[config.mk]
export PLATFORM = sky130hd
export DESIGN_NAME = wakeup_issue_queue
export DESIGN_NICKNAME = d
export VERILOG_FILES = /design/src/rtl/wiq_pkg.sv /design/src/rtl/wiq_operand.sv /design/src/rtl/wiq_entry.sv /design/src/rtl/wiq_age_pick.sv /design/src/rtl/wiq_port_timer.sv /design/src/rtl/wakeup_issue_queue.sv
export SDC_FILE = /design/constraint.sdc
export NUM_CORES = 1
export LEC_CHECK = 0
export ABC_AREA = 0
export BUFFER_PORTS_ARGS = -buffer_cell sky130_fd_sc_hd__buf_2
export CAP_MARGIN = 20
export CORE_ASPECT_RATIO = 0.6
export CORE_MARGIN = 5
export CORE_UTILIZATION = 64
export DETAILED_ROUTE_END_ITERATION = 12
export PLACE_DENSITY = 0.85
export SLEW_MARGIN = 30
export SYNTH_ARGS = -nofsm -noshare
export SYNTH_HDL_FRONTEND = slang
export SYNTH_SLANG_ARGS = --single-unit
[constraint.sdc]
create_clock -name clk -period 5.86 [get_ports clk]
set_clock_uncertainty 0.15 [all_clocks]
set_input_delay 0.586 -clock clk [delete_from_list [all_inputs] [get_ports clk]]
set_output_delay 0.586 -clock clk [all_outputs]
set_load 0.1 [all_outputs]
[src/rtl/wiq_pkg.sv]
package wiq_pkg;

   typedef enum logic [1:0] {
      SLOT_EMPTY = 2'd0,
      SLOT_WAIT  = 2'd1,
      SLOT_RDY   = 2'd2
   } slot_state_e;

   localparam int unsigned MAX_SLOTS = 32;

endpackage

[src/rtl/wiq_operand.sv]
module wiq_operand #(
   parameter int unsigned TAG_W  = 4,
   parameter int unsigned DATA_W = 16,
   parameter bit          BYPASS = 1'b1
) (
   input  logic              clk,
   input  logic              rst_n,
   input  logic              load,
   input  logic              ld_rdy,
   input  logic [TAG_W-1:0]  ld_tag,
   input  logic [DATA_W-1:0] ld_val,
   input  logic              watch,
   input  logic              bc_valid,
   input  logic [TAG_W-1:0]  bc_tag,
   input  logic [DATA_W-1:0] bc_val,
   output logic              rdy,
   output logic [DATA_W-1:0] val
);

   logic [TAG_W-1:0] tag_q;
   logic             snoop_hit;
   logic             load_hit;

   assign snoop_hit = watch && !rdy && bc_valid && (bc_tag == tag_q);

   generate
      if (BYPASS) begin : g_bypass
         assign load_hit = bc_valid && (bc_tag == ld_tag);
      end else begin : g_no_bypass
         assign load_hit = 1'b0;
      end
   endgenerate

   always_ff @(posedge clk) begin
      if (!rst_n) begin
         rdy   <= 1'b0;
         tag_q <= '0;
         val   <= '0;
      end else if (load) begin
         tag_q <= ld_tag;
         if (ld_rdy) begin
            rdy <= 1'b1;
            val <= ld_val;
         end else if (load_hit) begin
            rdy <= 1'b1;
            val <= bc_val;
         end else begin
            rdy <= 1'b0;
         end
      end else if (snoop_hit) begin
         rdy <= 1'b1;
         val <= bc_val;
      end
   end

   AST_WAKE_CAPTURE: assert property (@(posedge clk) disable iff (!rst_n)
      (watch && !rdy && !load && bc_valid && bc_tag == tag_q)
      |=> (rdy && val == $past(bc_val)));

   generate
      if (BYPASS) begin : g_bypass_chk
         AST_LOAD_BYPASS: assert property (@(posedge clk) disable iff (!rst_n)
            (load && !ld_rdy && bc_valid && bc_tag == ld_tag)
            |=> (rdy && val == $past(bc_val)));
      end
   endgenerate

endmodule

[src/rtl/wiq_entry.sv]
module wiq_entry
   import wiq_pkg::*;
#(
   parameter int unsigned OP_W   = 4,
   parameter int unsigned TAG_W  = 4,
   parameter int unsigned DATA_W = 16,
   parameter int unsigned LAT_W  = 2
) (
   input  logic              clk,
   input  logic              rst_n,
   input  logic              flush,
   input  logic              alloc,
   input  logic              release_i,
   input  logic [OP_W-1:0]   d_op,
   input  logic [TAG_W-1:0]  d_dst,
   input  logic [LAT_W-1:0]  d_lat,
   input  logic              d_a_rdy,
   input  logic [TAG_W-1:0]  d_a_tag,
   input  logic [DATA_W-1:0] d_a_val,
   input  logic              d_b_rdy,
   input  logic [TAG_W-1:0]  d_b_tag,
   input  logic [DATA_W-1:0] d_b_val,
   input  logic              bc_valid,
   input  logic [TAG_W-1:0]  bc_tag,
   input  logic [DATA_W-1:0] bc_val,
   output logic              occupied,
   output slot_state_e       state,
   output logic [OP_W-1:0]   op,
   output logic [TAG_W-1:0]  dst,
   output logic [LAT_W-1:0]  lat,
   output logic [DATA_W-1:0] a_val,
   output logic [DATA_W-1:0] b_val
);

   logic a_rdy;
   logic b_rdy;

   always_ff @(posedge clk) begin
      if (!rst_n) begin
         occupied <= 1'b0;
      end else if (flush) begin
         occupied <= 1'b0;
      end else if (alloc) begin
         occupied <= 1'b1;
      end else if (release_i) begin
         occupied <= 1'b0;
      end
   end

   always_ff @(posedge clk) begin
      if (!rst_n) begin
         op  <= '0;
         dst <= '0;
         lat <= '0;
      end else if (alloc) begin
         op  <= d_op;
         dst <= d_dst;
         lat <= d_lat;
      end
   end

   wiq_operand #(.TAG_W(TAG_W), .DATA_W(DATA_W), .BYPASS(1'b1)) i_src_a (
      .clk      (clk),
      .rst_n    (rst_n),
      .load     (alloc),
      .ld_rdy   (d_a_rdy),
      .ld_tag   (d_a_tag),
      .ld_val   (d_a_val),
      .watch    (occupied),
      .bc_valid (bc_valid),
      .bc_tag   (bc_tag),
      .bc_val   (bc_val),
      .rdy      (a_rdy),
      .val      (a_val)
   );

   wiq_operand #(.TAG_W(TAG_W), .DATA_W(DATA_W), .BYPASS(1'b1)) i_src_b (
      .clk      (clk),
      .rst_n    (rst_n),
      .load     (alloc),
      .ld_rdy   (d_b_rdy),
      .ld_tag   (d_b_tag),
      .ld_val   (d_b_val),
      .watch    (occupied),
      .bc_valid (bc_valid),
      .bc_tag   (bc_tag),
      .bc_val   (bc_val),
      .rdy      (b_rdy),
      .val      (b_val)
   );

   always_comb begin
      if (!occupied) begin
         state = SLOT_EMPTY;
      end else if (a_rdy && b_rdy) begin
         state = SLOT_RDY;
      end else begin
         state = SLOT_WAIT;
      end
   end

   AST_FLUSH_EMPTIES: assert property (@(posedge clk) disable iff (!rst_n)
      flush |=> !occupied);

   AST_GRANT_READY: assert property (@(posedge clk) disable iff (!rst_n)
      release_i |-> (state == SLOT_RDY));

endmodule

[src/rtl/wiq_age_pick.sv]
module wiq_age_pick #(
   parameter int unsigned N = 4
) (
   input  logic         clk,
   input  logic         rst_n,
   input  logic         enable,
   input  logic [N-1:0] occ,
   input  logic [N-1:0] req,
   input  logic [N-1:0] alloc,
   output logic [N-1:0] grant,
   output logic [N-1:0] free_oh,
   output logic         any_free
);

   // older[j][i] = 1 means slot j was dispatched before slot i
   logic [N-1:0] older [N];

   always_ff @(posedge clk) begin
      if (!rst_n) begin
         for (int i = 0; i < N; i++) begin
            older[i] <= '0;
         end
      end else begin
         for (int k = 0; k < N; k++) begin
            if (alloc[k]) begin
               for (int j = 0; j < N; j++) begin
                  older[j][k] <= (j != k) && occ[j];
               end
               older[k] <= '0;
            end
         end
      end
   end

   always_comb begin
      for (int i = 0; i < N; i++) begin
         logic blocked;
         blocked = 1'b0;
         for (int j = 0; j < N; j++) begin
            if (req[j] && older[j][i]) begin
               blocked = 1'b1;
            end
         end
         grant[i] = enable && req[i] && !blocked;
      end
   end

   always_comb begin
      logic found;
      found   = 1'b0;
      free_oh = '0;
      for (int i = 0; i < N; i++) begin
         if (!occ[i] && !found) begin
            free_oh[i] = 1'b1;
            found      = 1'b1;
         end
      end
   end

   assign any_free = ~&occ;

   AST_GRANT_ONEHOT: assert property (@(posedge clk) disable iff (!rst_n)
      $onehot0(grant));

endmodule

[src/rtl/wiq_port_timer.sv]
module wiq_port_timer #(
   parameter int unsigned LAT_W = 2
) (
   input  logic             clk,
   input  logic             rst_n,
   input  logic             fire,
   input  logic [LAT_W-1:0] lat,
   output logic             idle
);

   logic [LAT_W-1:0] hold_q;

   always_ff @(posedge clk) begin
      if (!rst_n) begin
         hold_q <= '0;
      end else if (fire) begin
         hold_q <= lat;
      end else if (hold_q != '0) begin
         hold_q <= hold_q - LAT_W'(1);
      end
   end

   assign idle = (hold_q == '0);

   AST_PORT_HOLDOFF: assert property (@(posedge clk) disable iff (!rst_n)
      (fire && lat != '0) |=> !fire);

endmodule

[src/rtl/wakeup_issue_queue.sv]
module wakeup_issue_queue
   import wiq_pkg::*;
#(
   parameter int unsigned NUM_ENTRIES = 4,
   parameter int unsigned OP_W        = 4,
   parameter int unsigned TAG_W       = 4,
   parameter int unsigned DATA_W      = 16,
   parameter int unsigned LAT_W       = 2
) (
   input  logic              clk,
   input  logic              rst_n,
   input  logic              flush,
   input  logic              disp_valid,
   output logic              disp_ready,
   input  logic [OP_W-1:0]   disp_op,
   input  logic [TAG_W-1:0]  disp_dst,
   input  logic [LAT_W-1:0]  disp_lat,
   input  logic              disp_a_rdy,
   input  logic [TAG_W-1:0]  disp_a_tag,
   input  logic [DATA_W-1:0] disp_a_val,
   input  logic              disp_b_rdy,
   input  logic [TAG_W-1:0]  disp_b_tag,
   input  logic [DATA_W-1:0] disp_b_val,
   input  logic              bc_valid,
   input  logic [TAG_W-1:0]  bc_tag,
   input  logic [DATA_W-1:0] bc_val,
   output logic              iss_valid,
   output logic [OP_W-1:0]   iss_op,
   output logic [TAG_W-1:0]  iss_dst,
   output logic [LAT_W-1:0]  iss_lat,
   output logic [DATA_W-1:0] iss_a,
   output logic [DATA_W-1:0] iss_b
);

   localparam int unsigned N = NUM_ENTRIES;

   generate
      if (N < 2 || N > MAX_SLOTS) begin : g_bad_depth
         $error("NUM_ENTRIES must lie between 2 and MAX_SLOTS");
      end
      if (TAG_W < 1 || DATA_W < 1 || OP_W < 1 || LAT_W < 1) begin : g_bad_width
         $error("all field widths must be at least one bit");
      end
   endgenerate

   logic [N-1:0]      occ;
   logic [N-1:0]      req;
   logic [N-1:0]      grant;
   logic [N-1:0]      free_oh;
   logic [N-1:0]      alloc;
   logic              any_free;
   logic              port_idle;
   logic              disp_fire;
   slot_state_e       e_state [N];
   logic [OP_W-1:0]   e_op    [N];
   logic [TAG_W-1:0]  e_dst   [N];
   logic [LAT_W-1:0]  e_lat   [N];
   logic [DATA_W-1:0] e_a     [N];
   logic [DATA_W-1:0] e_b     [N];

   assign disp_ready = any_free;
   assign disp_fire  = disp_valid && any_free && !flush;
   assign alloc      = disp_fire ? free_oh : '0;

   genvar g;
   generate
      for (g = 0; g < N; g++) begin : g_slot
         wiq_entry #(
            .OP_W   (OP_W),
            .TAG_W  (TAG_W),
            .DATA_W (DATA_W),
            .LAT_W  (LAT_W)
         ) i_entry (
            .clk       (clk),
            .rst_n     (rst_n),
            .flush     (flush),
            .alloc     (alloc[g]),
            .release_i (grant[g]),
            .d_op      (disp_op),
            .d_dst     (disp_dst),
            .d_lat     (disp_lat),
            .d_a_rdy   (disp_a_rdy),
            .d_a_tag   (disp_a_tag),
            .d_a_val   (disp_a_val),
            .d_b_rdy   (disp_b_rdy),
            .d_b_tag   (disp_b_tag),
            .d_b_val   (disp_b_val),
            .bc_valid  (bc_valid),
            .bc_tag    (bc_tag),
            .bc_val    (bc_val),
            .occupied  (occ[g]),
            .state     (e_state[g]),
            .op        (e_op[g]),
            .dst       (e_dst[g]),
            .lat       (e_lat[g]),
            .a_val     (e_a[g]),
            .b_val     (e_b[g])
         );
         assign req[g] = (e_state[g] == SLOT_RDY);
      end
   endgenerate

   wiq_age_pick #(.N(N)) i_pick (
      .clk      (clk),
      .rst_n    (rst_n),
      .enable   (port_idle),
      .occ      (occ),
      .req      (req),
      .alloc    (alloc),
      .grant    (grant),
      .free_oh  (free_oh),
      .any_free (any_free)
   );

   always_comb begin
      iss_op  = '0;
      iss_dst = '0;
      iss_lat = '0;
      iss_a   = '0;
      iss_b   = '0;
      for (int i = 0; i < N; i++) begin
         if (grant[i]) begin
            iss_op  = iss_op  | e_op[i];
            iss_dst = iss_dst | e_dst[i];
            iss_lat = iss_lat | e_lat[i];
            iss_a   = iss_a   | e_a[i];
            iss_b   = iss_b   | e_b[i];
         end
      end
   end

   assign iss_valid = |grant;

   wiq_port_timer #(.LAT_W(LAT_W)) i_timer (
      .clk   (clk),
      .rst_n (rst_n),
      .fire  (iss_valid),
      .lat   (iss_lat),
      .idle  (port_idle)
   );

   AST_OCC_GROW: assert property (@(posedge clk) disable iff (!rst_n)
      (disp_valid && disp_ready && !flush && !iss_valid)
      |=> ($countones(occ) == $past($countones(occ)) + 1));

   AST_FULL_DROPS: assert property (@(posedge clk) disable iff (!rst_n)
      (disp_valid && !disp_ready && !iss_valid && !flush)
      |=> $stable(occ));

endmodule

==> Word-level counts from Yosys, hierarchy flattened <==
Memories as Yosys holds them, arrays and structs flattened.
Cells that the tools add are included.
{ "op_classes": {"addsub": 1, "n_eq_ne": 22, "muxes": 143, "bitwise": 45, "n_reduce_logical": 104} }
{ "op_table": {"columns": ["operator", "n"], "rows": [
  ["$mux W16", 28],
  ["$or A16 B16 Y16", 6],
  ["$mux W1", 90],
  ["$logic_and A1 B1 Y1", 59],
  ["$eq A4 B4 Y1", 10],
  ["$mux W4", 9],
  ["$mux W2", 15],
  ["$or A1 B1 Y1", 29],
  ["$reduce_bool A2 Y1", 14],
  ["$ne A3 B2 Y1 const B", 8],
  ["$or A4 B4 Y4", 6],
  ["$logic_not A1 Y1", 19],
  ["$reduce_and A2 Y1", 8],
  ["$eq A2 B2 Y1 const B", 4],
  ["$or A2 B2 Y2", 3],
  ["$reduce_and A4 Y1", 1],
  ["$reduce_or A4 Y1", 1],
  ["$mux W3", 1],
  ["$logic_not A2 Y1", 1],
  ["$reduce_or A2 Y1", 1],
  ["$sub A2 B1 Y2 const B", 1],
  ["$not A1 Y1", 1]
]} }
{ "word_totals": {"register_bits": 214, "mem_bits_rw": 16, "input_bits": 77, "output_inout_bits": 44, "word_cells": 357, "n_memories": 1} }
{ "memory_table": {"columns": ["memory", "depth", "width", "read_ports", "rd_ports_with_merged_regs", "wr", "line_no", "rtl"], "rows": [
  ["i_pick.older", 4, 4, 4, 0, 4, "wiq_age_pick.sv:16", "logic [N-1:0] older [N];"]
]} }

==> Longest topological paths before layout <==
Gate-level depths: netlist of the first run.
{ "depth": {"ltp_word": 19, "depth_mapped": 10, "mapped_depth_nobuf": 7} }

==> By module <==
Synthesis of the first run repeated with hierarchy kept, for this count alone.
{ "hier_totals": {"hier_cells": 1086, "area_unflattened_um2": 11267.1} }
{ "by_module_without_submodules": {"columns": ["mod", "instances", "cells_per_inst", "area_per_inst_um2", "seq_area_each_um2"], "rows": [
  ["wiq_operand", 8, 88, 980.9, 420.4],
  ["wiq_entry", 4, 38, 431.7, 220.2],
  ["wakeup_issue_queue", 1, 156, 963.4, 0.0],
  ["wiq_age_pick", 1, 61, 605.6, 290.3],
  ["wiq_port_timer", 1, 13, 123.9, 40.0]
]} }

==> Worst setup path before layout of the first run <==
OpenSTA, ideal clock, no wires.
{ "synth_path": {"path_kind": "reg2out", "from": "reg i_timer.hold_q[0]", "to": "out iss_a[13]", "arrival_ns": 2.339, "t_required_ns": 5.124, "slack_ns": 2.785, "stages_incl_launch_ff": 10, "n_path_buf": 3, "path_cell_list": "dfxtp_1 > inv_1 > ha_1 > clkbuf_1 > nand4_1 > and4b_1 > clkbuf_1 > clkbuf_1 > a222oi_1 > nand2_1"} }
{ "synth_via": {"elab_chain_cells": 10, "word_cells_on_any_way": 16, "cone_classes": "mux (4); bitwise (3); reduce/logical (9)"} }
{ "synth_rtl": {"columns": ["item", "line_no", "rtl"], "rows": [
  ["start: declaration", "wiq_port_timer.sv:11", "logic [LAT_W-1:0] hold_q;"],
  ["start signal: assignment", "wiq_port_timer.sv:17", "hold_q <= lat;"],
  ["start signal: assignment", "wiq_port_timer.sv:19", "hold_q <= hold_q - LAT_W'(1);"],
  ["$logic_not A2 Y1 *", "wiq_port_timer.sv:23", "assign idle = (hold_q == '0);"],
  ["$logic_and A1 B1 Y1 (2 in series)", "wiq_age_pick.sv:44", "grant[i] = enable && req[i] && !blocked;"],
  ["$mux W16", "wakeup_issue_queue.sv:122", "if (grant[i]) begin"],
  ["$or A16 B16 Y16", "wakeup_issue_queue.sv:126", "iss_a = iss_a | e_a[i];"],
  ["$mux W16", "wakeup_issue_queue.sv:122", null],
  ["$or A16 B16 Y16", "wakeup_issue_queue.sv:126", null],
  ["$mux W16", "wakeup_issue_queue.sv:122", null],
  ["$or A16 B16 Y16", "wakeup_issue_queue.sv:126", null],
  ["$mux W16 *", "wakeup_issue_queue.sv:122", null],
  ["end: declaration", "wakeup_issue_queue.sv:31", "output logic [DATA_W-1:0] iss_a,"]
]} }
Mark *: on every way between the ends. The rest lies on a longest branch, timed or not.

==> Worst setup path in the final report of the first run <==
{ "layout_path": {"from": "reg g_slot[0].i_entry.occupied", "to": "out iss_b[2]"} }
{ "layout_via": {"elab_chain_cells": 16, "word_cells_on_any_way": 38, "cone_classes": "eq/ne (1); mux (21); bitwise (3); reduce/logical (13)"} }
{ "layout_rtl": {"columns": ["item", "line_no", "rtl"], "rows": [
  ["start: declaration", "wiq_entry.sv:26", "output logic occupied,"],
  ["start signal: assignment", "wiq_entry.sv:40", "occupied <= 1'b0;"],
  ["start signal: assignment", "wiq_entry.sv:42", "occupied <= 1'b0;"],
  ["start signal: assignment", "wiq_entry.sv:44", "occupied <= 1'b1;"],
  ["$mux W2 *", "wiq_entry.sv:93", "if (!occupied) begin"],
  ["$eq A2 B2 Y1 *", "wakeup_issue_queue.sv:99", "assign req[g] = (e_state[g] == SLOT_RDY);"],
  ["$logic_and A1 B1 Y1", "wiq_age_pick.sv:40", "if (req[j] && older[j][i]) begin"],
  ["$mux W1 (4 in series)", "wiq_age_pick.sv:40", null],
  ["$logic_not A1 Y1", "wiq_age_pick.sv:44", null],
  ["$logic_and A1 B1 Y1", "wiq_age_pick.sv:44", null],
  ["$mux W16", "wakeup_issue_queue.sv:122", null],
  ["$or A16 B16 Y16", "wakeup_issue_queue.sv:127", "iss_b = iss_b | e_b[i];"],
  ["$mux W16", "wakeup_issue_queue.sv:122", null],
  ["$or A16 B16 Y16", "wakeup_issue_queue.sv:127", null],
  ["$mux W16", "wakeup_issue_queue.sv:122", null],
  ["$or A16 B16 Y16", "wakeup_issue_queue.sv:127", null],
  ["$mux W16 *", "wakeup_issue_queue.sv:122", null],
  ["end: declaration", "wakeup_issue_queue.sv:32", "output logic [DATA_W-1:0] iss_b"]
]} }
Marks and branches as above.

==> impl_metrics.prom, run 1 <==
# TYPE chip_impl_metric gauge
chip_impl_info{name="worst_setup_path_start_kind",value="flip-flop"} 1
chip_impl_metric{name="area.growth.synth_to_final",unit="%"} 10.11
chip_impl_metric{name="ys_async_sr_fraction",unit=""} 0
chip_impl_metric{name="die-area",unit="mm²"} 0.02088
chip_impl_metric{name="post_synthesis_cell_type_count",unit=""} 65
chip_impl_metric{name="die_y",unit="µm"} 113.9
chip_impl_metric{name="tightestPinTransition",unit="ns"} 0.9942
chip_impl_metric{name="maximum_number_of_pins_on_one_net_before_global_route_repair",unit=""} 99
chip_impl_info{name="worstHoldPathType",value="input port to flip-flop"} 1
chip_impl_metric{name="post-route-period-util",unit=""} 0.6561
chip_impl_metric{name="clock_tree.buffer_depth",unit=""} 3
chip_impl_metric{name="via_total_after_detailed_routing",unit=""} 11020
chip_impl_metric{name="cp_data_required_time",unit="ns"} 5.12
chip_impl_info{name="critPathKind",value="flip-flop to primary output"} 1
chip_impl_info{name="cts_tree",value="done"} 1
chip_impl_metric{name="final_nets",unit=""} 1510
chip_impl_metric{name="cts.clk_slew.worst_paths",unit="ns"} 0.07
chip_impl_metric{name="drc",unit=""} 0
chip_impl_info{name="netlist_top_cells_count",value="sky130_fd_sc_hd__nand2_1 (342), sky130_fd_sc_hd__dfxtp_1 (218), sky130_fd_sc_hd__nor2_1 (107), sky130_fd_sc_hd__clkbuf_1 (101), sky130_fd_sc_hd__mux2i_1 (91)"} 1
chip_impl_metric{name="cts_hold_buf",unit=""} 0
chip_impl_info{name="synth_ff_type",value="sky130_fd_sc_hd__dfxtp_1"} 1
chip_impl_metric{name="postCtsSetupRepairBufs",unit=""} 0
chip_impl_metric{name="core_area",unit="mm²"} 0.01788
chip_impl_metric{name="initial_util",unit=""} 0.6446
chip_impl_metric{name="dp_hpwl",unit="mm"} 22.07
chip_impl_metric{name="timing_hold_violations_final",unit=""} 0
chip_impl_metric{name="htree_num_levels",unit=""} 1
chip_impl_metric{name="cts_made_buffers",unit=""} 21
chip_impl_metric{name="worstPathArrival",unit="ns"} 3.11
chip_impl_metric{name="route.antenna.remaining_nets",unit=""} 0
chip_impl_metric{name="synth_area_per_cell",unit="µm²"} 8.179
chip_impl_metric{name="grt.total_usage",unit=""} 0.3336
chip_impl_metric{name="totalWireLength",unit="mm"} 36.26
chip_impl_metric{name="grt_first_pass_wirelength",unit="mm"} 56.01
chip_impl_info{name="synth_area_leaders",value="sky130_fd_sc_hd__dfxtp_1 (38%), sky130_fd_sc_hd__nand2_1 (11%), sky130_fd_sc_hd__mux2i_1 (7.9%)"} 1
chip_impl_metric{name="antenna_found_initial",unit=""} 2
chip_impl_metric{name="min_delay_path_depth",unit=""} 3
chip_impl_info{name="status",value="finished, final reports clean"} 1
chip_impl_metric{name="place_ws",unit="ns"} 2.392
chip_impl_metric{name="rows",unit=""} 38
chip_impl_metric{name="leakage",unit="nW"} 5.369
chip_impl_metric{name="timing.final.max_slew_violations",unit=""} 0
chip_impl_metric{name="grt-ovfl-total",unit=""} 0
chip_impl_metric{name="final_setup_violation_count",unit=""} 0
chip_impl_metric{name="drt_iter0_drc",unit=""} 1687
chip_impl_metric{name="detail_route.first_pass.iterations",unit=""} 9
chip_impl_metric{name="ys_warn_count",unit=""} 0
chip_impl_metric{name="via_count_of_the_first_global_routing_pass",unit=""} 10328
chip_impl_info{name="synth_area_leader",value="sky130_fd_sc_hd__dfxtp_1"} 1
chip_impl_metric{name="max_cap_viol_count",unit=""} 0
chip_impl_metric{name="vdd.ir_drop.worst",unit="µV"} 159.1
chip_impl_metric{name="post_route_setup_tns",unit="ns"} 0
chip_impl_metric{name="sequential_element_share_of_the_synthesized_area",unit=""} 0.3996
chip_impl_metric{name="power_density_over_the_cells",unit="mW/mm²"} 257.9
chip_impl_metric{name="die_width",unit="µm"} 183.2
chip_impl_info{name="worstSetupEndpointType",value="primary output"} 1
chip_impl_metric{name="cts_sinks",unit=""} 226
chip_impl_metric{name="syn-cell-area",unit="mm²"} 0.01152
chip_impl_metric{name="worstPathMaxFanout",unit=""} 44
chip_impl_metric{name="yosys_register_bits",unit=""} 226
chip_impl_metric{name="ff2ff_path_depth",unit=""} 5
chip_impl_metric{name="layout_setup_ws",unit="ns"} 2.015
chip_impl_metric{name="synth_fp_nets",unit=""} 1487
chip_impl_metric{name="layout_min_cycle_time",unit="ns"} 3.845
chip_impl_metric{name="finalWeightedCongestion",unit=""} 0.8649
chip_impl_metric{name="synth_edf_count",unit=""} 8
chip_impl_info{name="most_frequent_cell_after_synthesis",value="sky130_fd_sc_hd__nand2_1"} 1
chip_impl_metric{name="fin_total_pwr",unit="mW"} 3.272
chip_impl_metric{name="cts_resized",unit=""} 0
chip_impl_metric{name="layout-drive-gt1-share",unit=""} 0.1549
chip_impl_metric{name="routed_via_density",unit=""} 6.528
chip_impl_metric{name="wire_per_inst",unit="µm"} 21.48
chip_impl_metric{name="yosysTopAreaCellShare",unit=""} 0.3787
chip_impl_info{name="clock_tree.root_cell",value="sky130_fd_sc_hd__clkbuf_16"} 1
chip_impl_metric{name="boundaryPins",unit=""} 121
chip_impl_info{name="rsz_0062_raised_after_global_routing",value="no"} 1
chip_impl_metric{name="syn-instance-count",unit=""} 1409
chip_impl_metric{name="fmaxAchievable",unit="MHz"} 260.1
chip_impl_metric{name="port-buffer-count",unit=""} 120
chip_impl_metric{name="timing.slew.headroom",unit=""} 0.3372
chip_impl_metric{name="latest_clock_arrival_within_the_worst_skew_pair",unit="ns"} 0.51
worst paths after layout:
kind,from,slack (ns),endpoint
worst min-delay path,disp_op[3],0.19,g_slot[1].i_entry.op[3]
worst min register to register,g_slot[3].i_entry.dst[0],0.30,g_slot[3].i_entry.dst[0]
worst max-delay path,g_slot[0].i_entry.occupied,2.02,iss_b[2]
worst max register to register,g_slot[0].i_entry.occupied,2.77,g_slot[1].i_entry.i_src_a.val[2]
flip-flops by register name (all words and copies together), names as in the netlist:
| signal | flops |
|---|---|
| g_slot.i_entry.occupied | 4 |
| g_slot.i_entry.i_src_a.val | 64 |
| g_slot.i_entry.i_src_a.tag_q | 16 |
| g_slot.i_entry.op | 16 |
| i_pick.older | 12 |
| g_slot.i_entry.i_src_b.rdy | 4 |
| g_slot.i_entry.i_src_b.val | 64 |
| g_slot.i_entry.dst | 16 |
| g_slot.i_entry.lat | 8 |
| g_slot.i_entry.i_src_b.tag_q | 16 |
| g_slot.i_entry.i_src_a.rdy | 4 |
| i_timer.hold_q | 2 |
per-layer routing:
metal  vias to the layer above  GRT usage  part of all wire
met4                         0     0.1027             0.026
met3                        84     0.1004              0.15
met2                       741     0.4772              0.42
met5                         -          0                 0
met1                      5181     0.4850              0.41
li1                       5014          -                 -
report_power, final:
group | internal [mW] | switching (mW)
Combinational | 0.112 | 0.211
Sequential | 1.57 | 0.0179
Clock | 0.764 | 0.595
Total | 2.45 | 0.824
kinds of logic (layout without fill, tap and decap cells):
| family | Yosys count | count (layout) | share of synthesized area |
|---|---|---|---|
| mux | 114 | 114 | 0.1015 |
| xor+xnor | 41 | 41 | 0.03181 |
| fa+ha+maj | 1 | 1 | 0.001086 |
| flops | 226 | 226 | 0.3996 |
| other cells | 0 | 2 | 0 |
| buf+inv | 151 | 188 | 0.05798 |
| compound gates | 258 | 258 | 0.1662 |
| simple gates | 618 | 618 | 0.2418 |
worst max-delay path, stage by stage, from the launching register on:
cell                       delay, ns
sky130_fd_sc_hd__dfxtp_1        0.69
sky130_fd_sc_hd__nand4_1        0.19
sky130_fd_sc_hd__and4b_4        0.85
sky130_fd_sc_hd__a222oi_1       0.23
sky130_fd_sc_hd__nand2_1        0.18
sky130_fd_sc_hd__buf_2          0.45
per-stage QoR:
| stage | util | hold slack [ns] | cell area, µm² | instances |
|---|---|---|---|---|
| 5_1_grt | 0.7098 | 0.1966 | 12690 | 1688 |
| 3_5_place_dp | 0.6720 | 0.2972 | 12010 | 1649 |
| 2_1_floorplan | - | 0.2748 | 11520 | 1409 |
| 4_1_cts | 0.7093 | 0.1938 | 12680 | 1686 |
| 6_report | 0.7098 | 0.1927 | 12690 | 1688 |
| 3_3_place_gp | 0.6710 | 0.2856 | 12000 | 1648 |
layout by cell type (no fill, tap or decap), types with 3 or more instances in the layout:
master / count
sky130_fd_sc_hd__edfxtp_1: 8
sky130_fd_sc_hd__buf_4: 19
sky130_fd_sc_hd__nand3_1: 18
sky130_fd_sc_hd__nor2_1: 105
sky130_fd_sc_hd__nor3_1: 33
sky130_fd_sc_hd__a222oi_1: 40
sky130_fd_sc_hd__dfxtp_1: 218
sky130_fd_sc_hd__clkbuf_1: 7
sky130_fd_sc_hd__a221o_1: 29
sky130_fd_sc_hd__and4b_4: 4
sky130_fd_sc_hd__clkbuf_16: 21
sky130_fd_sc_hd__and2_1: 4
sky130_fd_sc_hd__mux2i_1: 91
sky130_fd_sc_hd__a22oi_1: 4
sky130_fd_sc_hd__o211ai_1: 27
sky130_fd_sc_hd__nand4_1: 17
sky130_fd_sc_hd__inv_1: 11
sky130_fd_sc_hd__xnor2_1: 28
sky130_fd_sc_hd__buf_2: 119
sky130_fd_sc_hd__mux2_2: 23
sky130_fd_sc_hd__nor3b_1: 11
sky130_fd_sc_hd__clkbuf_8: 8
sky130_fd_sc_hd__xor2_1: 12
sky130_fd_sc_hd__o21ai_0: 21
sky130_fd_sc_hd__o2bb2ai_1: 17
sky130_fd_sc_hd__a21o_1: 3
sky130_fd_sc_hd__nand2_1: 342
sky130_fd_sc_hd__nand2b_1: 10
sky130_fd_sc_hd__o41ai_1: 4
sky130_fd_sc_hd__and3_1: 15
sky130_fd_sc_hd__or3_1: 42
sky130_fd_sc_hd__a21oi_1: 90
area by class of cell:
class	count	area, µm²
Antenna cell	2	5.005
Timing Repair Buffer	139	749.5
Clock inverter	1	5.005
Fill cell	1393	5189
Multi-Input combinational cell	1032	6316
Sequential cell	226	4604
Tap cell	240	300.3
Clock buffer	36	661.9
Inverter	12	46.29
Note: power is estimated with default switching activity, not from simulation.
==> run 2, diff against run 1 <==
Settings changed: CORE_UTILIZATION 64 to 59, PLACE_DENSITY 0.85 to 0.79.
Clock period 5.86 ns to 3.87 ns, I/O delays scaled along.
==> run 2 against run 1 <==
Against the previous run: non-clock buffer count up 18; sequential cell count unchanged; sequential power up 52%; setup slack worse by 1.7 ns; largest power group unchanged; highest routed layer is now met5.
==> impl_metrics.prom, run 2 (synthesized netlist as in run 1, its figures left out) <==
# TYPE chip_impl_metric gauge
chip_impl_info{name="status",value="finished, final reports clean"} 1
chip_impl_metric{name="p_seq_frac",unit=""} 0.478
chip_impl_metric{name="htree_num_levels",unit=""} 1
chip_impl_metric{name="internal-power",unit="mW"} 3.766
chip_impl_info{name="cts_tree",value="done"} 1
chip_impl_metric{name="worstPathMaxFanout",unit=""} 24
chip_impl_metric{name="route.antenna.remaining_nets",unit=""} 0
chip_impl_metric{name="p_clk_frac",unit=""} 0.422
chip_impl_metric{name="multi_input_combinational_cell_area",unit="mm²"} 0.006317
chip_impl_metric{name="vdd.ir_drop.worst",unit="µV"} 294.1
chip_impl_metric{name="core_area",unit="mm²"} 0.01913
chip_impl_metric{name="timing_hold_violations_final",unit=""} 0
chip_impl_metric{name="grt_first_pass_wirelength",unit="mm"} 58.85
chip_impl_info{name="worstHoldPathType",value="input port to flip-flop"} 1
chip_impl_metric{name="fillCellCount",unit=""} 1547
chip_impl_metric{name="post_route_setup_tns",unit="ns"} 0
chip_impl_info{name="worst_setup_path_start_kind",value="flip-flop"} 1
chip_impl_metric{name="fmaxAchievable",unit="MHz"} 281.9
chip_impl_metric{name="via_count_of_the_first_global_routing_pass",unit=""} 10532
chip_impl_metric{name="net_switching_component_of_the_power",unit="mW"} 1.267
chip_impl_metric{name="dp_hpwl",unit="mm"} 23.74
chip_impl_metric{name="final_cells",unit=""} 1732
chip_impl_metric{name="max_cap_viol_count",unit=""} 0
chip_impl_metric{name="via_total_after_detailed_routing",unit=""} 11102
chip_impl_metric{name="cp_data_required_time",unit="ns"} 3.33
chip_impl_metric{name="latest_clock_arrival_within_the_worst_skew_pair",unit="ns"} 0.51
chip_impl_metric{name="fin_total_pwr",unit="mW"} 5.033
chip_impl_metric{name="dp_cells",unit=""} 1686
chip_impl_info{name="critPathSlowestCell",value="sky130_fd_sc_hd__and4b_2"} 1
chip_impl_metric{name="boundaryPins",unit=""} 121
chip_impl_metric{name="cts_resized",unit=""} 0
chip_impl_metric{name="final-seq-area",unit="mm²"} 0.004604
chip_impl_metric{name="worst_path_bufs_invs",unit=""} 3
chip_impl_metric{name="die_width",unit="µm"} 190.4
chip_impl_info{name="critPathKind",value="flip-flop to primary output"} 1
chip_impl_info{name="timing.critical_path.max_delay_family",value="simple AND/OR/NAND/NOR gates"} 1
chip_impl_metric{name="final_core_occ",unit=""} 0.6767
chip_impl_metric{name="wire_per_inst",unit="µm"} 21.87
chip_impl_metric{name="maximum_number_of_pins_on_one_net_before_global_route_repair",unit=""} 97
chip_impl_info{name="most_common_library_cell_in_the_layout_ignoring_fill_and_taps",value="sky130_fd_sc_hd__nand2_1"} 1
chip_impl_metric{name="die_y",unit="µm"} 118.3
chip_impl_metric{name="port-buffer-count",unit=""} 120
chip_impl_metric{name="layout-drive-gt1-share",unit=""} 0.1611
chip_impl_info{name="commonest_cells_after_routing_fill_and_taps_aside",value="sky130_fd_sc_hd__nand2_1 (342), sky130_fd_sc_hd__dfxtp_1 (218), sky130_fd_sc_hd__buf_2 (119), sky130_fd_sc_hd__nor2_1 (105), sky130_fd_sc_hd__mux2i_1 (91)"} 1
chip_impl_metric{name="worstPathArrival",unit="ns"} 3.01
chip_impl_info{name="clock_tree.root_cell",value="sky130_fd_sc_hd__clkbuf_16"} 1
chip_impl_metric{name="final_nets",unit=""} 1528
chip_impl_metric{name="leakage",unit="nW"} 5.483
chip_impl_info{name="worstSetupEndpointType",value="primary output"} 1
chip_impl_metric{name="detail_route.first_pass.iterations",unit=""} 9
chip_impl_metric{name="cts.clk_slew.worst_paths",unit="ns"} 0.07
chip_impl_metric{name="timing.slew.headroom",unit=""} 0.3498
chip_impl_metric{name="finalWeightedCongestion",unit=""} 0.9316
chip_impl_metric{name="post-route-period-util",unit=""} 0.9167
chip_impl_info{name="timing.critical_path.cells",value="inv_1 -> ha_1 -> nand4_1 -> and4b_2 -> buf_12 -> a222oi_1 -> nand2_1 -> buf_2"} 1
chip_impl_metric{name="cts_sinks",unit=""} 226
chip_impl_metric{name="initial_util",unit=""} 0.6024
chip_impl_metric{name="grt.total_usage",unit=""} 0.3217
chip_impl_metric{name="switching_share_of_total_power",unit=""} 0.2518
chip_impl_info{name="rsz_0062_raised_after_global_routing",value="no"} 1
chip_impl_metric{name="area.growth.synth_to_final",unit="%"} 12.32
chip_impl_metric{name="timing.final.max_slew_violations",unit=""} 0
chip_impl_metric{name="clock_tree.buffer_depth",unit=""} 3
chip_impl_metric{name="drc",unit=""} 0
chip_impl_metric{name="crit_path_max_incr_delay",unit="ns"} 0.68
chip_impl_metric{name="comb_power_share",unit=""} 0.100
chip_impl_metric{name="tightestPinTransition",unit="ns"} 0.9753
chip_impl_metric{name="rows",unit=""} 39
chip_impl_info{name="top_regs",value="g_slot.i_entry.i_src_a.val x64, g_slot.i_entry.i_src_b.val x64"} 1
chip_impl_metric{name="cts_made_buffers",unit=""} 21
chip_impl_metric{name="layout_min_cycle_time",unit="ns"} 3.548
chip_impl_metric{name="power_density_over_the_cells",unit="mW/mm²"} 388.8
chip_impl_metric{name="antenna_found_initial",unit=""} 5
chip_impl_metric{name="die-area",unit="mm²"} 0.02252
chip_impl_metric{name="drt_iter0_drc",unit=""} 1848
chip_impl_metric{name="grt-ovfl-total",unit=""} 0
chip_impl_metric{name="totalWireLength",unit="mm"} 37.88
chip_impl_metric{name="final_setup_violation_count",unit=""} 0
chip_impl_metric{name="routed_via_density",unit=""} 6.410
[run 2: cell count changes in the layout (fill, tap and decap cells not counted), moves of 4 or more]
cell	before	now
sky130_fd_sc_hd__buf_12	0	4
sky130_fd_sc_hd__dlygate4sd3_1	0	7
sky130_fd_sc_hd__buf_4	19	27
sky130_fd_sc_hd__and4b_4	4	0
sky130_fd_sc_hd__and4b_2	0	4
[run 2: what timing repair did]
action | in CTS | in global routing
endpoints found under the hold margin | 16 | 0
hold buffers | 7 | 0
setup buffers | 0 | 0
[run 2: layout make-up]
| cell class | instances | share of cell area |
|---|---|---|
| multi-input cells | 1032 | 0.4881 |
| clock inverters | 3 | 0.003383 |
| diodes | 1 | 0.0001933 |
| flip-flops and latches | 226 | 0.3557 |
| inverters | 12 | 0.003577 |
| repair buffers | 157 | 0.07327 |
| well taps | 266 | 0.02571 |
| clock buffers | 35 | 0.05007 |
[run 2: stage by stage]
stage / worst slack (ns) / hold slack [ns] / cell area, µm²
2_1_floorplan: 0.9940 / 0.2748 / 11520
3_3_place_gp: 1.016 / 0.2928 / 12180
3_5_place_dp: 0.9605 / 0.2959 / 12180
4_1_cts: 0.3814 / 0.005594 / 12940
5_1_grt: 0.2431 / 0.005462 / 12940
6_report: 0.3222 / 0.004821 / 12940
[run 2: worst reg2reg max path: stages (launching register included)]
cell and delay (ns):
sky130_fd_sc_hd__dfxtp_1 0.66, sky130_fd_sc_hd__nand4b_2 0.36, sky130_fd_sc_hd__or2_1 0.61, sky130_fd_sc_hd__o211a_2 0.53
sky130_fd_sc_hd__a221o_1 0.41
[run 2: power groups by stage]
| stage | clock [mW] | combinational (mW) | sequential [mW] |
|---|---|---|---|
| after floorplan | 0 | 0.331 | 2.45 |
| after global placement | 0 | 0.468 | 2.46 |
| after detailed placement | 0 | 0.478 | 2.46 |
| after CTS | 2.13 | 0.488 | 2.41 |
| after global routing | 2.24 | 0.538 | 2.41 |
| final | 2.12 | 0.504 | 2.41 |
[run 2: worst paths after layout]
check	slack, ns	startpoint	depth (start not counted)	end
setup / recovery	0.32	i_timer.hold_q[0]	8	iss_b[13]
hold / removal	0.005	disp_op[3]	3	g_slot[1].i_entry.op[3]
setup reg to reg	1.03	g_slot[0].i_entry.occupied	4	g_slot[3].i_entry.i_src_b.val[9]
hold reg to reg	0.30	g_slot[1].i_entry.op[0]	2	g_slot[1].i_entry.op[0]
[run 2: routing by layer]
metal | GRT usage | routed length, µm
met5 | 0 | 19
met1 | 0.4665 | 15840
met3 | 0.1081 | 5329
met2 | 0.4620 | 15920
met4 | 0.08072 | 769
==> run 3, diff against run 2 <==
Settings changed: CORE_MARGIN 5 to 2, CTS_CLUSTER_DIAMETER set to 120.
==> run 3 against run 2 <==
Against the previous run: global-route usage increased by 2.7 points; core utilization fell by 0.69 points; critical path type unchanged; final cell count is 0.52% lower.
==> impl_metrics.prom, run 3 (synthesized netlist as in run 1, its figures left out) <==
# TYPE chip_impl_metric gauge
chip_impl_info{name="top_regs",value="g_slot.i_entry.i_src_a.val x64, g_slot.i_entry.i_src_b.val x64"} 1
chip_impl_metric{name="post_route_setup_tns",unit="ns"} 0
chip_impl_metric{name="timing.final.max_slew_violations",unit=""} 0
chip_impl_info{name="critPathKind",value="flip-flop to primary output"} 1
chip_impl_metric{name="dp_cells",unit=""} 1688
chip_impl_metric{name="place_ws",unit="ns"} 0.6404
chip_impl_metric{name="worstPathArrival",unit="ns"} 3.23
chip_impl_info{name="worstHoldPathType",value="input port to flip-flop"} 1
chip_impl_metric{name="dp_hpwl",unit="mm"} 23.62
chip_impl_metric{name="p_seq_frac",unit=""} 0.495
chip_impl_info{name="worst_setup_path_start_kind",value="flip-flop"} 1
chip_impl_metric{name="via_total_after_detailed_routing",unit=""} 11046
chip_impl_metric{name="leakage",unit="nW"} 5.412
chip_impl_metric{name="power_density_over_the_cells",unit="mW/mm²"} 379.9
chip_impl_metric{name="worst-r2r-setup-slack",unit="ns"} 0.91
chip_impl_metric{name="p_clk_frac",unit=""} 0.402
chip_impl_metric{name="initial_util",unit=""} 0.6040
chip_impl_metric{name="via_count_of_the_first_global_routing_pass",unit=""} 10310
chip_impl_metric{name="cts_sinks",unit=""} 226
chip_impl_metric{name="multi_input_combinational_cell_area",unit="mm²"} 0.006320
chip_impl_metric{name="final-seq-area",unit="mm²"} 0.004604
chip_impl_info{name="clock_tree.root_cell",value="sky130_fd_sc_hd__clkbuf_16"} 1
chip_impl_metric{name="switching_share_of_total_power",unit=""} 0.2569
chip_impl_metric{name="routed_via_density",unit=""} 6.411
chip_impl_metric{name="drt_iter0_drc",unit=""} 1758
chip_impl_metric{name="route.antenna.remaining_nets",unit=""} 0
chip_impl_metric{name="core_area",unit="mm²"} 0.01908
chip_impl_info{name="worstSetupEndpointType",value="primary output"} 1
chip_impl_metric{name="timing_hold_violations_final",unit=""} 0
chip_impl_metric{name="fillCellCount",unit=""} 1625
chip_impl_metric{name="htree_num_levels",unit=""} 1
chip_impl_metric{name="max_cap_viol_count",unit=""} 0
chip_impl_metric{name="fin_total_pwr",unit="mW"} 4.854
chip_impl_metric{name="boundaryPins",unit=""} 121
chip_impl_metric{name="grt.total_usage",unit=""} 0.3488
chip_impl_metric{name="latest_clock_arrival_within_the_worst_skew_pair",unit="ns"} 0.51
chip_impl_info{name="rsz_0062_raised_after_global_routing",value="no"} 1
chip_impl_metric{name="area.growth.synth_to_final",unit="%"} 10.90
chip_impl_metric{name="timing.slew.headroom",unit=""} 0.4093
chip_impl_metric{name="tightestPinTransition",unit="ns"} 0.8861
chip_impl_metric{name="fmaxAchievable",unit="MHz"} 265.7
chip_impl_metric{name="wire_per_inst",unit="µm"} 21.35
chip_impl_metric{name="finalInstanceArea",unit="mm²"} 0.01278
chip_impl_metric{name="antenna_found_initial",unit=""} 4
chip_impl_metric{name="crit_path_max_incr_delay",unit="ns"} 0.85
chip_impl_metric{name="vdd.ir_drop.worst",unit="µV"} 255.4
chip_impl_info{name="critPathSlowestCell",value="sky130_fd_sc_hd__and4b_2"} 1
chip_impl_metric{name="totalWireLength",unit="mm"} 36.78
chip_impl_metric{name="layout_setup_ws",unit="ns"} 0.1069
chip_impl_metric{name="cp_data_required_time",unit="ns"} 3.33
chip_impl_metric{name="dpl_cell_area",unit="mm²"} 0.01216
chip_impl_metric{name="final_nets",unit=""} 1523
chip_impl_metric{name="drc",unit=""} 0
chip_impl_metric{name="layout_min_cycle_time",unit="ns"} 3.763
chip_impl_metric{name="clock_tree.buffer_depth",unit=""} 3
chip_impl_info{name="status",value="finished, final reports clean"} 1
chip_impl_info{name="commonest_cells_after_routing_fill_and_taps_aside",value="sky130_fd_sc_hd__nand2_1 (342), sky130_fd_sc_hd__dfxtp_1 (218), sky130_fd_sc_hd__buf_2 (119), sky130_fd_sc_hd__nor2_1 (105), sky130_fd_sc_hd__mux2i_1 (91)"} 1
chip_impl_metric{name="postCtsSetupRepairBufs",unit=""} 0
chip_impl_metric{name="die-area",unit="mm²"} 0.02070
chip_impl_metric{name="grt-ovfl-total",unit=""} 0
chip_impl_info{name="cts_tree",value="done"} 1
chip_impl_metric{name="net_switching_component_of_the_power",unit="mW"} 1.247
chip_impl_metric{name="cts.clk_slew.worst_paths",unit="ns"} 0.07
chip_impl_metric{name="port-buffer-count",unit=""} 120
chip_impl_metric{name="rows",unit=""} 39
chip_impl_metric{name="final_core_occ",unit=""} 0.6698
chip_impl_metric{name="die_width",unit="µm"} 184.4
chip_impl_metric{name="worstPathMaxFanout",unit=""} 30
chip_impl_metric{name="hold_ws",unit="ns"} 0.001970
chip_impl_metric{name="cts_resized",unit=""} 0
chip_impl_metric{name="comb_power_share",unit=""} 0.103
chip_impl_metric{name="maximum_number_of_pins_on_one_net_before_global_route_repair",unit=""} 99
chip_impl_metric{name="post-route-period-util",unit=""} 0.9724
chip_impl_info{name="timing.critical_path.cells",value="inv_1 -> ha_1 -> nand4_1 -> and4b_2 -> buf_4 -> a222oi_1 -> nand2_1 -> buf_2"} 1
chip_impl_metric{name="finalWeightedCongestion",unit=""} 0.9248
chip_impl_metric{name="internal-power",unit="mW"} 3.607
chip_impl_metric{name="final_cells",unit=""} 1723
chip_impl_metric{name="die_y",unit="µm"} 112.3
chip_impl_metric{name="layout-drive-gt1-share",unit=""} 0.1615
chip_impl_metric{name="cts_made_buffers",unit=""} 21
chip_impl_metric{name="final_setup_violation_count",unit=""} 0
chip_impl_metric{name="grt_first_pass_wirelength",unit="mm"} 56.86
chip_impl_metric{name="cts_hold_buf",unit=""} 0
chip_impl_info{name="most_common_library_cell_in_the_layout_ignoring_fill_and_taps",value="sky130_fd_sc_hd__nand2_1"} 1
chip_impl_metric{name="detail_route.first_pass.iterations",unit=""} 8
-- run 3: changes by cell type in the layout (fill, tap and decap cells not counted), moves of 2 or more --
| cell | before | now |
|---|---|---|
| sky130_fd_sc_hd__buf_4 | 27 | 31 |
| sky130_fd_sc_hd__dlygate4sd3_1 | 7 | 0 |
| sky130_fd_sc_hd__clkinvlp_4 | 0 | 2 |
| sky130_fd_sc_hd__buf_12 | 4 | 1 |
| sky130_fd_sc_hd__clkbuf_8 | 7 | 1 |
-- run 3: power by group through the flow --
stage          Combinational, mW  Sequential [mW]  Clock, mW
2_1_floorplan              0.331             2.45          0
3_3_place_gp               0.467             2.46          0
3_5_place_dp               0.479             2.46          0
4_1_cts                    0.482             2.40       1.94
5_1_grt                    0.535             2.41       2.04
6_report                   0.498             2.41       1.95
-- run 3: final cells by class --
cell class / instances / share of cell area
inverters: 12 / 0.003622
clock inverters: 4 / 0.001958
clock buffers: 29 / 0.04592
well taps: 266 / 0.02604
flip-flops and latches: 226 / 0.3603
diodes: 2 / 0.0003916
multi-input cells: 1032 / 0.4945
repair buffers: 152 / 0.06726
-- run 3: metal layers --
layer / GRT usage / share of wire / up-vias
li1: - / - / 5024
met1: 0.5085 / 0.42 / 5205
met2: 0.4990 / 0.41 / 727
met3: 0.1019 / 0.14 / 88
met4: 0.1008 / 0.026 / 2
met5: 0 / 0.00035 / -
-- run 3: path summary, 6_finish.rpt --
check | startpoint | end | depth (start not counted)
min reg2reg | g_slot[3].i_entry.op[0] | g_slot[3].i_entry.op[0] | 2
min | disp_dst[0] | g_slot[2].i_entry.dst[0] | 3
max reg2reg | g_slot[1].i_entry.occupied | g_slot[3].i_entry.i_src_b.val[11] | 5
max | i_timer.hold_q[0] | iss_b[10] | 8
-- run 3: worst max-delay path, delay by kind of cell, from the launching register on --
| kind | cells | cell delay [ns] |
|---|---|---|
| AO/OA/AOI/OAI | 1 | 0.13 |
| buffers and inverters | 3 | 0.80 |
| adder cells (fa/ha/maj) | 1 | 0.36 |
| flip-flops | 1 | 0.32 |
| AND/OR/NAND/NOR | 3 | 1.11 |
